==> config.mk <==
export PLATFORM = sky130hd
export DESIGN_NAME = dram_window_mux
export DESIGN_NICKNAME = d
export VERILOG_FILES = /design/src/rtl/dmx_pkg.sv /design/src/rtl/dmx_cfg_reg.sv /design/src/rtl/dmx_window_decode.sv /design/src/rtl/dmx_addr_mux.sv /design/src/rtl/dram_window_mux.sv
export SDC_FILE = /design/constraint.sdc
export NUM_CORES = 1
export LEC_CHECK = 0
export BUFFER_PORTS_ARGS = -buffer_cell sky130_fd_sc_hd__buf_2
export CAP_MARGIN = 5
export CORE_MARGIN = 2
export CORE_UTILIZATION = 30
export CTS_CLUSTER_DIAMETER = 50
export DETAILED_ROUTE_END_ITERATION = 10
export HOLD_SLACK_MARGIN = 0.12
export PLACE_DENSITY = 0.74
export SETUP_SLACK_MARGIN = 0.1
export SLEW_MARGIN = 0
export SYNTH_ARGS = -nofsm -noshare
export SYNTH_HDL_FRONTEND = slang
export SYNTH_SLANG_ARGS = --single-unit
==> constraint.sdc <==
create_clock -name clk -period 3.49 [get_ports clk]
set_clock_uncertainty 0.1 [all_clocks]
set_input_delay 0.1745 -clock clk [delete_from_list [all_inputs] [get_ports clk]]
set_output_delay 0.1745 -clock clk [all_outputs]
set_load 0.03 [all_outputs]
==> src/rtl/dmx_pkg.sv <==
// Package: shared constants and types for the DRAM window decoder.
// Assumes an 8-bit control register with the enable flag at the top bit.
package dmx_pkg;
    localparam int CFG_W  = 8;
    localparam int EN_BIT = 7;

    typedef enum logic { BUS_NARROW = 1'b0, BUS_WIDE = 1'b1 } bus_width_e;
    typedef enum logic { PH_ROW = 1'b0, PH_COL = 1'b1 } ma_phase_e;
endpackage

==> src/rtl/dmx_cfg_reg.sv <==
// Control register: holds the enable flag and the size field.
// Assumes a synchronous active-low reset. Bits between the size field and the
// enable bit are not stored.
module dmx_cfg_reg
    import dmx_pkg::*;
#(
    parameter int AREA_W = 4
) (
    input  logic              clk,
    input  logic              rst_n,
    input  logic              we,
    input  logic [CFG_W-1:0]  wdata,
    output logic              en,
    output logic [AREA_W-1:0] area
);
    // Collect the data bits that are written but never stored.
    logic unused_wbits;
    assign unused_wbits = ^wdata[EN_BIT-1:AREA_W];

    // Capture the enable flag and the size field on a write; clear them on reset.
    always_ff @(posedge clk) begin
        if (!rst_n) begin
            en   <= 1'b0;
            area <= '0;
        end else if (we) begin
            en   <= wdata[EN_BIT];
            area <= wdata[AREA_W-1:0];
        end
    end

    assert_write_takes_R2: assert property (@(posedge clk) disable iff (!rst_n)
        we |=> (en == $past(wdata[EN_BIT])) && (area == $past(wdata[AREA_W-1:0])));
    assert_hold_R2: assert property (@(posedge clk) disable iff (!rst_n)
        !we |=> $stable(en) && $stable(area));
endmodule

==> src/rtl/dmx_window_decode.sv <==
// Window decoder: flags addresses in the top-anchored DRAM window.
// Assumes the window is made of whole slices of 2**(ADDR_W-AREA_W) bytes,
// and that size N covers the N highest slices.
module dmx_window_decode #(
    parameter int ADDR_W = 24,
    parameter int AREA_W = 4
) (
    input  logic              clk,
    input  logic              rst_n,
    input  logic              en,
    input  logic [AREA_W-1:0] area,
    input  logic [AREA_W-1:0] slice,
    output logic              hit
);
    localparam int CMP_W = AREA_W + 1;
    localparam logic [CMP_W-1:0] SLICES = CMP_W'(1) << AREA_W;

    logic [CMP_W-1:0] first_slice;

    // Compute the lowest slice index inside the window.
    always_comb begin
        first_slice = SLICES - {1'b0, area};
    end

    // Compare the address slice against the window floor.
    always_comb begin
        hit = en && (area != '0) && ({1'b0, slice} >= first_slice);
    end

    assert_no_hit_disabled_R4: assert property (@(posedge clk) disable iff (!rst_n)
        !en |-> !hit);
    assert_no_hit_empty_R5: assert property (@(posedge clk) disable iff (!rst_n)
        (area == '0) |-> !hit);
    assert_top_slice_hit_R6: assert property (@(posedge clk) disable iff (!rst_n)
        (en && area != '0 && slice == '1) |-> hit);
    assert_bottom_slice_miss_R6: assert property (@(posedge clk) disable iff (!rst_n)
        (slice == '0) |-> !hit);
endmodule

==> src/rtl/dmx_addr_mux.sv <==
// Address multiplexer: builds the row or column MA word.
// Assumes MA has LO_W low lines plus two extra lines. The extra bits come
// from the address bits starting at 2*LO_W. On a wide bus, the row drops
// A0 and carries A(2*LO_W) on MA0.
module dmx_addr_mux
    import dmx_pkg::*;
#(
    parameter int LO_W = 8
) (
    input  logic                clk,
    input  logic                rst_n,
    input  logic [2*LO_W+4:0]   addr,
    input  logic                hit,
    input  logic                wide,
    input  logic                col,
    output logic [LO_W+1:0]     ma
);
    localparam int XB   = 2 * LO_W;
    localparam int MA_W = LO_W + 2;

    logic [MA_W-1:0] row_narrow;
    logic [MA_W-1:0] row_wide;
    logic [MA_W-1:0] col_word;
    logic [MA_W-1:0] pass_word;

    // Build the low lines of each candidate word.
    for (genvar i = 0; i < LO_W; i++) begin : g_lo
        assign row_narrow[i] = addr[i];
        assign col_word[i]   = addr[LO_W + i];
        assign pass_word[i]  = addr[i];
        if (i == 0) begin : g_wide0
            assign row_wide[i] = addr[XB];
        end else begin : g_widen
            assign row_wide[i] = addr[i];
        end
    end

    // Build the two extra lines of each candidate word.
    assign row_narrow[MA_W-1:LO_W] = {addr[XB+2], addr[XB]};
    assign row_wide[MA_W-1:LO_W]   = {addr[XB+4], addr[XB+2]};
    assign col_word[MA_W-1:LO_W]   = {addr[XB+3], addr[XB+1]};
    assign pass_word[MA_W-1:LO_W]  = 2'b00;

    // Select the word for the current access and phase.
    always_comb begin
        if (!hit)
            ma = pass_word;
        else if (ma_phase_e'(col) == PH_COL)
            ma = col_word;
        else if (bus_width_e'(wide) == BUS_WIDE)
            ma = row_wide;
        else
            ma = row_narrow;
    end

    assert_pass_through_R7: assert property (@(posedge clk) disable iff (!rst_n)
        !hit |-> (ma[MA_W-1:LO_W] == 2'b00) && (ma[LO_W-1:0] == addr[LO_W-1:0]));
    assert_col_low_R8: assert property (@(posedge clk) disable iff (!rst_n)
        (hit && col) |-> (ma[LO_W-1:0] == addr[2*LO_W-1:LO_W]));
    assert_row_narrow_R9: assert property (@(posedge clk) disable iff (!rst_n)
        (hit && !col && !wide) |-> (ma[LO_W] == addr[XB]));
    assert_row_wide_R10: assert property (@(posedge clk) disable iff (!rst_n)
        (hit && !col && wide) |-> (ma[0] == addr[XB]) && (ma[MA_W-1] == addr[XB+4]));
endmodule

==> src/rtl/dram_window_mux.sv <==
// Top: DRAM window decoder and row/column address multiplexer.
// Assumes ADDR_W is wide enough for the extra MA bits (2*LO_W+5 or more).
// Only the control register is clocked; the decode and the MA word are
// combinational.
module dram_window_mux
    import dmx_pkg::*;
#(
    parameter int ADDR_W = 24,
    parameter int AREA_W = 4,
    parameter int LO_W   = 8
) (
    input  logic              clk,
    input  logic              rst_n,
    input  logic              cfg_we,
    input  logic [7:0]        cfg_wdata,
    input  logic [ADDR_W-1:0] bus_addr,
    input  logic              bus_wide,
    input  logic              col_phase,
    output logic              dram_hit,
    output logic [LO_W+1:0]   ma
);
    localparam int MAP_W     = 2 * LO_W + 5;
    localparam int SLICE_LSB = ADDR_W - AREA_W;

    logic              en_q;
    logic [AREA_W-1:0] area_q;

    // Control register: holds the enable flag and the size field.
    dmx_cfg_reg #(.AREA_W(AREA_W)) u_cfg (
        .clk   (clk),
        .rst_n (rst_n),
        .we    (cfg_we),
        .wdata (cfg_wdata),
        .en    (en_q),
        .area  (area_q)
    );

    // Window decoder: uses the top AREA_W address bits as the slice index.
    dmx_window_decode #(.ADDR_W(ADDR_W), .AREA_W(AREA_W)) u_dec (
        .clk   (clk),
        .rst_n (rst_n),
        .en    (en_q),
        .area  (area_q),
        .slice (bus_addr[ADDR_W-1:SLICE_LSB]),
        .hit   (dram_hit)
    );

    // Address multiplexer: only sees the address bits the MA mapping uses.
    dmx_addr_mux #(.LO_W(LO_W)) u_mux (
        .clk   (clk),
        .rst_n (rst_n),
        .addr  (bus_addr[MAP_W-1:0]),
        .hit   (dram_hit),
        .wide  (bus_wide),
        .col   (col_phase),
        .ma    (ma)
    );

    assert_hit_needs_enable_R4: assert property (@(posedge clk) disable iff (!rst_n)
        dram_hit |-> en_q);
endmodule

# Yosys cells after proc, flatten, opt, wreduce, memory -nomap -nowiden
# Cells that the tools add are included.
# classes
add_sub_neg	1
magnitude_cmp	1
muxes	3
reduce_logical	3
# op_table
cell	n
2-to-1 mux 10 bit	3
>= comparator 4 x 5 -> 1 bit	1
subtractor 5 x 4 -> 5 bit (first input constant)	1
nonzero test 4 bit	1
logical AND 1 bit	2
# word_totals
reg_bits	5
wordCells	10

# Logic depth before layout (Yosys ltp)
# Gate-level depths: netlist of the first run.
# logic_depth
depth_word	4
ltp_mapped	8
depth_no_buf	8

# By module
# Synthesis of the first run repeated with hierarchy kept, for this count alone.
# unflattened
cells_unflattened	52
area_unflattened_um2	525.5
# by_module_without_submodules
mod	n_inst	cells_per_inst	area_per_inst_um2
dmx_cfg_reg	1	16	192.7
dmx_addr_mux	1	17	177.7
dmx_window_decode	1	19	155.1

# Worst setup path after synthesis of the first run
# Ideal clock, no wire load.
# synth_path
path_kind	reg-to-output
startpoint	register u_cfg.area[0]
endpoint	output ma[0]
arrival_time_ns	2.146
setup_slack_ns	1.069
path_stages_with_launch	9
path_cell_list	dfxtp_1 inv_1 ha_1 xor2_1 ha_1 o21a_1 nor2_1 or3_1 o211ai_1
# synth_via
elab_chain_cells	4
word_cells_on_any_way	6
# synth_rtl
item	line_no	text
start, declared	dmx_cfg_reg.sv:14	output logic [AREA_W-1:0] area
start signal, assigned	dmx_cfg_reg.sv:27	area <= wdata[AREA_W-1:0];
subtractor 5 x 4 -> 5 bit / nonzero test 4 bit (equally long branches)	dmx_window_decode.sv:22, dmx_window_decode.sv:27	
>= comparator 4 x 5 -> 1 bit / logical AND 1 bit (equally long branches)	dmx_window_decode.sv:27	hit = en && (area != '0) && ({1'b0, slice} >= first_slice);
logical AND 1 bit *	dmx_window_decode.sv:27	
2-to-1 mux 10 bit *	dmx_addr_mux.sv:46	if (!hit)
end, declared	dram_window_mux.sv:20	output logic [LO_W+1:0] ma
# Mark *: on every way between the ends. The rest lies on a longest branch, timed or not.

# Worst setup path after layout of the first run
# layout_path
startpoint	register u_cfg.area[0]
endpoint	output ma[2]
# Same word-level chain as after synthesis.

==> results of run 1 <==
## power by group through the flow
stage                     Combinational, mW  Sequential (mW)  Clock (mW)
after detailed placement             0.0978           0.0650           0
after CTS                             0.104           0.0641      0.0683
after floorplan                      0.0663           0.0640           0
final                                 0.102           0.0639      0.0658
after global routing                  0.112           0.0645      0.0710
after global placement               0.0945           0.0648           0
## metal layers
metal / GRT usage / up-vias / share of wire
met1: 0.138 / 250 / 0.40
li1: - / 313 / -
met4: 0.0857 / 0 / 0.015
met3: 0.0118 / 2 / 0.044
met5: 0 / - / 0
met2: 0.256 / 22 / 0.54
## state kept, by name, indices dropped and copies added (netlist names)
signal      cells
u_cfg.area      4
u_cfg.en        1
## kinds of logic (layout without fill, tap and decap cells)
group,after synthesis,count (layout)
adder cells (fa/ha/maj),5,5
multiplexers,14,14
XOR/XNOR,2,2
AND/OR/NAND/NOR,19,19
flip-flops,5,5
buffers and inverters,7,60
AO/OA/AOI/OAI,8,8
## area by class of cell
type                    count  area, um2  share of cell area
clock buffers               4       26.3              0.0299
inverters                   5       18.8              0.0214
multi-input cells          48        412               0.469
flip-flops and latches      5        100               0.114
well taps                  25       31.3              0.0356
repair buffers             51        290               0.330
## layout by cell type (no fill, tap or decap)
cell type       n
a21oi_1         3
nand2_1         2
nor2b_1         5
clkbuf_1        1
or3_1           1
a2111oi_4       1
nor4b_4         1
ha_1            5
dlygate4sd3_1   7
nand2b_1        2
nor3_1          1
inv_1           5
mux2i_1         7
nor2_1          7
o31ai_1         1
o21ai_1         1
o21a_1          1
buf_2          44
dfxtp_1         5
mux2_2          7
xor2_1          2
clkbuf_4        3
o211ai_1        1
## worst paths after layout
kind,start,to,slack (ns),cells after the start
hold reg to reg,u_cfg.en,u_cfg.en,0.44,2
hold / removal,cfg_wdata[3],u_cfg.area[3],0.13,3
setup / recovery,u_cfg.area[0],ma[2],0.64,9
setup reg to reg,u_cfg.area[0],u_cfg.area[0],2.20,3
## timing repair
item,4_1_cts,5_1_grt
hold buffers,7,0
buffers inserted,0,0
endpoints found under the hold margin,4,0
## per-stage QoR
stage,hold slack [ns],total power [mW]
floorplan,0.203,0.130
global placement,0.333,0.159
detailed placement,0.338,0.163
CTS,0.142,0.237
global route,0.135,0.248
finish,0.132,0.232
## critical path, stage by stage, from the launching register on
cell	delay [ns]
dfxtp_1	0.38
inv_1	0.06
ha_1	0.21
xor2_1	0.15
ha_1	0.27
o21a_1	0.12
nor2_1	0.07
nor4b_4	0.51
mux2_2	0.39
buf_2	0.18
==> flow_summary.ini, run 1 <==
[die]
die-width_um = 46.4
num_io_pins = 48
core_area_um2 = 1710
die-area_um2 = 2150
die_h_um = 46.4
start_util = 0.315
row_count = 15

[yosys]
yosys_warnings = 0
synth_flop_cell = dfxtp_1
netlist_area_um2 = 538
netlist-cell-type-count = 21
syn_inst = 60
ys_seq_elements = 5
synth-simple-area-share = 0.209
synth_top_area_frac = 0.186
yosysSeqAreaShare = 0.186
synthXorXnorAreaFrac = 0.0326
muxShareOfSynthArea = 0.277
synth_edf_count = 0
avgSynthCellArea_um2 = 8.97
yosys.area_share.adder = 0.116
async_flop_share = 0
yosysTopAreaCell = dfxtp_1
synth_top_family_by_area = multiplexers
synth_area_leaders = dfxtp_1, mux2_2, mux2i_1, ha_1, nor2b_1
syn-num-nets = 102
synth_compound_area_frac = 0.130
synth_commonest_cells = mux2_2, mux2i_1, nor2_1

[worst_setup_path]
crit_path_start_kind = flop
worstPathArrival_ns = 2.58
crit_type = flop to output pin
crit_fanout = 7
crit_required_ns = 3.22
cp-end-kind = output pin

[clocking]
clkSlewWorstSetupHoldPaths_ns = 0.04
cts-resized-gates = 0
clockBufferDepth = 2
root_buffer = clkbuf_4
htree_levels = 1
cts_buffers = 3
cts_tree = done
insertion_delay_ns = 0.24
cts_sinks = 5

[drt]
drt_iter0_markers = 3
wire_per_inst_um = 9.42
routed_wirelength_um = 1300
route.detailed.drc = 0
viasPerCell = 4.25
dr.pass1.iters = 3
antenna_left = 0
num_vias = 587

[finish]
diodes = 0
finalNetCount = 156
final_area_um2 = 878
fillers = 177
synthToLayoutAreaGrowth_pct = 63.3
drive_above_1_share = 0.496
stdcell_count = 138
utilization = 0.514

[power_and_ir_drop]
p_int_mw = 0.155
irDropWorstVdd_mv = 0.164
power_frac_comb = 0.441
power.share.sequential = 0.275
power.density_nw_per_um2 = 264
swShare = 0.333
clkPwrFrac = 0.283
switchingPower_mw = 0.0774
leakage_nw = 0.456

[timing]
fin_setup_tns_ns = 0
fin_crit_sh = 0.817
finalMaxSlewViolations = 0
worstMarginPinSlew_ns = 0.481
report.final.hold_viol_count = 0
fin_crit_ns = 2.85
setup_violations = 0
slew_headroom = 0.678
rsz0062_at_grt = no
max_freq_mhz = 351
setup_slack_ns = 0.638

[global_routing]
antenna_found_initial = 0
grt-ovfl-total = 0
grt.total_usage = 0.135
grt_pass1_vias = 556
grt_pass1_wl_um = 2080
grt_max_degree = 9

[placed_design]
hpwlAfterDp_um = 1110
io_buffers = 44
dp_cells = 127
gp_congestion = 0.700
placed_area_um2 = 782
pre_cts_slack_ns = 0.861

[job]
max_cap_viol_count = 0

[hold_path]
min_path_type = input port to flop

[status]
status = complete, no violations
(Power assumes the default switching activity.)
==> run 2: changes to the inputs <==
--- a/config.mk
+++ b/config.mk
@@ -12,7 +12,7 @@
 export CTS_CLUSTER_DIAMETER = 50
 export DETAILED_ROUTE_END_ITERATION = 10
 export HOLD_SLACK_MARGIN = 0.12
-export PLACE_DENSITY = 0.74
+export PLACE_DENSITY = 0.76
 export SETUP_SLACK_MARGIN = 0.1
 export SLEW_MARGIN = 0
 export SYNTH_ARGS = -nofsm -noshare
==> constraint.sdc (replaced) <==
create_clock -name clk -period 2.5 [get_ports clk]
set_clock_uncertainty 0.1 [all_clocks]
set_input_delay 0.125 -clock clk [delete_from_list [all_inputs] [get_ports clk]]
set_output_delay 0.125 -clock clk [all_outputs]
set_load 0.03 [all_outputs]
==> run 2 against run 1 <==
Compared with the run above: flip-flop and latch count unchanged; total power increased by 56%; via count is 3.9% higher; critical path type unchanged; largest power group unchanged.
==> flow_summary.ini, run 2 (synthesized netlist as in run 1, its figures left out) <==
[clocking]
cts_sinks = 5
htree_levels = 1
cts_buffers = 3
clockBufferDepth = 2
clkSlewWorstSetupHoldPaths_ns = 0.04
root_buffer = clkbuf_4
insertion_delay_ns = 0.23
cts_tree = done

[worst_setup_path]
r2r-start = u_cfg.en
crit_fanout = 7
r2r_slack_ns = 1.26
crit_path_start = u_cfg.area[1]
crit_required_ns = 2.28
worstPathArrival_ns = 2.26
crit_path_start_kind = flop
cpMaxStageDelayCell = dfxtp_2
cp_cell_sequence = inv_1 -> ha_4 -> xor2_1 -> ha_1 -> o21a_1 -> nor2_2 -> nor4b_4 -> buf_6 -> mux2_4 -> buf_6
cp-end-kind = output pin
crit_top_cell = buf_6
r2r-end = u_cfg.en
crit_path_max_incr_delay_ns = 0.32
crit_type = flop to output pin
reg2regPathDepth = 3

[hold_path]
min_to = u_cfg.area[3]
min-delay-start = cfg_we
holdPathStages = 3
min_path_type = input port to flop

[drt]
viasPerCell = 4.36
drt_iter0_markers = 4
wire_per_inst_um = 11.3
antenna_left = 0
routed_wirelength_um = 1580
dr.pass1.iters = 4
route.detailed.drc = 0
num_vias = 610

[finish]
stdcell_count = 140
fillers = 156
final_area_um2 = 1040
diodes = 0
final_common_cell = buf_2
regMostFlops = u_cfg.area
synthToLayoutAreaGrowth_pct = 92.6
largest_reg_flops = 4
finalNetCount = 158
drive_above_1_share = 0.635
layout_common_cells = buf_2, buf_6, mux2i_1, mux2_4, dlygate4sd3_1
top_regs = u_cfg.area: 4 flops, u_cfg.en: 1 flops

[die]
die-width_um = 46.4
die-area_um2 = 2150
row_count = 15
die_h_um = 46.4
num_io_pins = 48
start_util = 0.315
core_area_um2 = 1710

[timing]
setup_violations = 0
fin_crit_sh = 0.995
finalMaxSlewViolations = 0
max_freq_mhz = 402
slew_headroom = 0.769
fin_crit_ns = 2.49
report.final.hold_viol_count = 0
rsz0062_at_grt = yes
hold-worst-slack_ns = 0.180
worstMarginPinSlew_ns = 0.343
fin_setup_tns_ns = 0

[placed_design]
io_buffers = 44
placed_area_um2 = 790
hpwlAfterDp_um = 1130
gp_congestion = 0.728
dp_cells = 128

[power_and_ir_drop]
irDropWorstVdd_mv = 0.224
p_total_mw = 0.363
power.density_nw_per_um2 = 351
leakage_nw = 0.513

[global_routing]
grt_pass1_vias = 663
grt.total_usage = 0.158
grt_pass1_wl_um = 2540
grt-ovfl-total = 0
antenna_found_initial = 0
grt_max_degree = 9

[job]
max_cap_viol_count = 0

[status]
status = complete, no violations
run 2: cell type report:
class / instances / area [um2] / area share
Multi-Input combinational cell: 48 / 490 / 0.473
Sequential cell: 5 / 104 / 0.100
Inverter: 5 / 18.8 / 0.0181
Tap cell: 25 / 31.3 / 0.0302
Timing Repair Buffer: 53 / 365 / 0.353
Clock buffer: 4 / 26.3 / 0.0254
run 2: metrics by stage:
stage,util,setup WS (ns)
after detailed placement,0.462,0.0305
after floorplan,-,0.129
final,0.607,0.0137
after global routing,0.607,-0.0723
after global placement,0.462,0.0646
after CTS,0.596,0.0180
run 2: worst max path at each step:
stage / cells after the start / slack, ns / end
after CTS: 10 / 0.02 / ma[4]
final: 10 / 0.01 / ma[4]
after global placement: 10 / 0.06 / ma[4]
after global routing: 10 / -0.07 / ma[4]
after detailed placement: 10 / 0.03 / ma[4]
after floorplan: 8 / 0.13 / ma[0]
run 2: repair_timing:
item                                   in CTS  in global routing
gates resized for setup                    35                  9
hold buffers                                6                  0
setup endpoints to repair                  11                 10
cloned                                      0                  0
pin swaps                                   7                  4
buffers inserted                            2                  0
endpoints found under the hold margin       5                  0
run 2: per-layer routing:
layer	up-vias	global-route usage	share of wire
met3	0	0.0196	0.036
met4	0	0.0286	0
met5	-	0	0
li1	318	-	-
met2	19	0.328	0.58
met1	273	0.164	0.38
run 2: power breakdown:
part | total, mW | switching [mW] | internal (mW)
Clock | 0.0901 | 0.0300 | 0.0601
Combinational | 0.183 | 0.0844 | 0.0984
Sequential | 0.0904 | 0.00480 | 0.0856
run 2: worst max-delay path: cells and delay by family, from the launching register on:
family          cells  cell delay [ns]
simple gates        2             0.28
mux                 1             0.32
flops               1             0.32
buf+inv             3             0.42
compound gates      1             0.16
xor+xnor            1             0.14
fa+ha+maj           2             0.38
==> run 3: changes to the inputs <==
--- a/config.mk
+++ b/config.mk
@@ -8,11 +8,11 @@
 export BUFFER_PORTS_ARGS = -buffer_cell sky130_fd_sc_hd__buf_2
 export CAP_MARGIN = 5
 export CORE_MARGIN = 2
-export CORE_UTILIZATION = 30
-export CTS_CLUSTER_DIAMETER = 50
+export CORE_UTILIZATION = 33
+export CTS_CLUSTER_DIAMETER = 120
 export DETAILED_ROUTE_END_ITERATION = 10
 export HOLD_SLACK_MARGIN = 0.12
-export PLACE_DENSITY = 0.76
+export PLACE_DENSITY = 0.82
 export SETUP_SLACK_MARGIN = 0.1
 export SLEW_MARGIN = 0
 export SYNTH_ARGS = -nofsm -noshare
==> run 3 against run 2 <==
Compared with the run above: critical path depth unchanged; worst hold slack got worse by 0.0033 ns; setup slack worse by 0.026 ns; the run now ends with setup timing left; largest power group unchanged; cell count shrank 4.3%; flip-flop and latch count stayed put; total power rose by 1.1%; core utilization increased by 6.8 points; cell area down 0.72%; first-iteration DRC count decreased by 50%; non-clock buffer count up 3; fmax is 1.1% lower; combinational power is essentially flat.
==> flow_summary.ini, run 3 (synthesized netlist as in run 1, its figures left out) <==
[die]
die_h_um = 44.4
die-area_um2 = 1970
num_io_pins = 48
core_area_um2 = 1520
start_util = 0.353
die-width_um = 44.4
row_count = 14

[clocking]
root_buffer = clkbuf_4
cts_sinks = 5
clkSlewWorstSetupHoldPaths_ns = 0.04
cts_tree = done
insertion_delay_ns = 0.24
clockBufferDepth = 2
htree_levels = 1
cts_buffers = 3

[timing]
hold-worst-slack_ns = 0.176
worstMarginPinSlew_ns = 0.371
setup_violations = 7
fin_crit_ns = 2.51
finalMaxSlewViolations = 0
setup_slack_ns = -0.0127
report.final.hold_viol_count = 0
rsz0062_at_grt = yes
max_freq_mhz = 398
fin_setup_tns_ns = -0.0542
fin_crit_sh = 1.01
slew_headroom = 0.752

[drt]
antenna_left = 0
num_vias = 628
wl_met1_um = 591
dr.pass1.iters = 3
wl_met2_um = 919
drt_iter0_markers = 2
routed_wirelength_um = 1650
top_layer_used = met4
met3_length_um = 90
wire_per_inst_um = 12.3
route.detailed.drc = 0
viasPerCell = 4.69

[status]
status = finished with violations
violations = setup timing

[finish]
final_common_cell = buf_2
regMostFlops = u_cfg.area
finalNetCount = 161
drive_above_1_share = 0.593
fillers = 133
top_regs = u_cfg.area: 4 flops, u_cfg.en: 1 flops
synthToLayoutAreaGrowth_pct = 91.2
layout_common_cells = buf_2, dlygate4sd3_1, buf_6
largest_reg_flops = 4
diodes = 0

[worst_setup_path]
crit_top_cell = buf_6
r2r-start = u_cfg.area[0]
cp-end-kind = output pin
worst-path-buf-inv = 3
crit_path_start_kind = flop
cpMaxStageDelayCell = dfxtp_2
path_delay_family = adder cells
crit_required_ns = 2.28
crit_path_start = u_cfg.area[0]
cp_cell_sequence = inv_2 -> ha_4 -> xor2_2 -> ha_2 -> o21a_1 -> nor2_2 -> nor4b_4 -> buf_6 -> mux2_4 -> buf_6
crit_fanout = 7
worstPathArrival_ns = 2.29
crit_path_max_incr_delay_ns = 0.35
crit_type = flop to output pin

[hold_path]
min_path_type = input port to flop
min-delay-start = cfg_we

[placed_design]
io_buffers = 44
hpwlAfterDp_um = 1110
gp_congestion = 0.742

[power_and_ir_drop]
power.density_nw_per_um2 = 357
leakage_nw = 0.521
irDropWorstVdd_mv = 0.380

[global_routing]
grt-ovfl-total = 0
grt_pass1_wl_um = 2660
antenna_found_initial = 0
grt.total_usage = 0.190
grt_max_degree = 9
grt_pass1_vias = 674

[job]
max_cap_viol_count = 0
==> run 3: layout make-up <==
class,instances,area [um2],area share
sequential,5,103,0.0998
clock buffer,4,26.3,0.0255
multi-input combinational,48,475,0.462
inverter,5,18.8,0.0182
timing repair buffer,56,385,0.375
tap,16,20.0,0.0195
==> run 3: metal layers <==
metal	vias to the layer above	global-route usage
met2	25	0.376
met3	6	0.0327
li1	322	-
met1	275	0.179
met5	-	0
met4	0	0.109
==> run 3: worst reg2reg max path: stages, from the launching register on <==
cell	delay, ns
dfxtp_2	0.33
buf_4	0.13
mux2i_1	0.12
nor2b_1	0.06
dlygate4sd3_1	0.55
==> run 3: through the flow <==
stage	worst slack, ns	cell area [um2]	power (mW)	util	std cells
final	-0.0127	1030	0.367	0.675	134
after global routing	-0.0971	1030	0.391	0.675	134
after CTS	-0.000857	1020	0.363	0.670	134
after detailed placement	0.0471	778	0.226	0.511	119
after global placement	0.0635	778	0.223	0.511	119
after floorplan	0.129	538	0.182	-	60
==> run 3: worst paths after layout <==
kind                            slack, ns  cells after the start             to
worst max register to register       1.10                      4  u_cfg.area[0]
worst min-delay path                 0.18                      3  u_cfg.area[1]
worst min register to register       0.44                      2  u_cfg.area[1]
worst max-delay path                -0.01                     10          ma[7]
==> run 3: timing repair <==
action	in CTS	in global routing
pin swaps	4	0
resized for setup	35	1
setup endpoints to repair	11	11
setup buffers	3	0
endpoints found under the hold margin	5	0
hold buffers	8	0
==> run 3: power by group <==
| part | leakage, nW | internal [mW] | total [mW] | switching (mW) |
|---|---|---|---|---|
| sequential | 0.0420 | 0.0853 | 0.0902 | 0.00484 |
| clock | 0.0150 | 0.0603 | 0.0933 | 0.0329 |
| combinational | 0.464 | 0.0998 | 0.184 | 0.0841 |
| total | 0.521 | 0.245 | 0.367 | 0.122 |
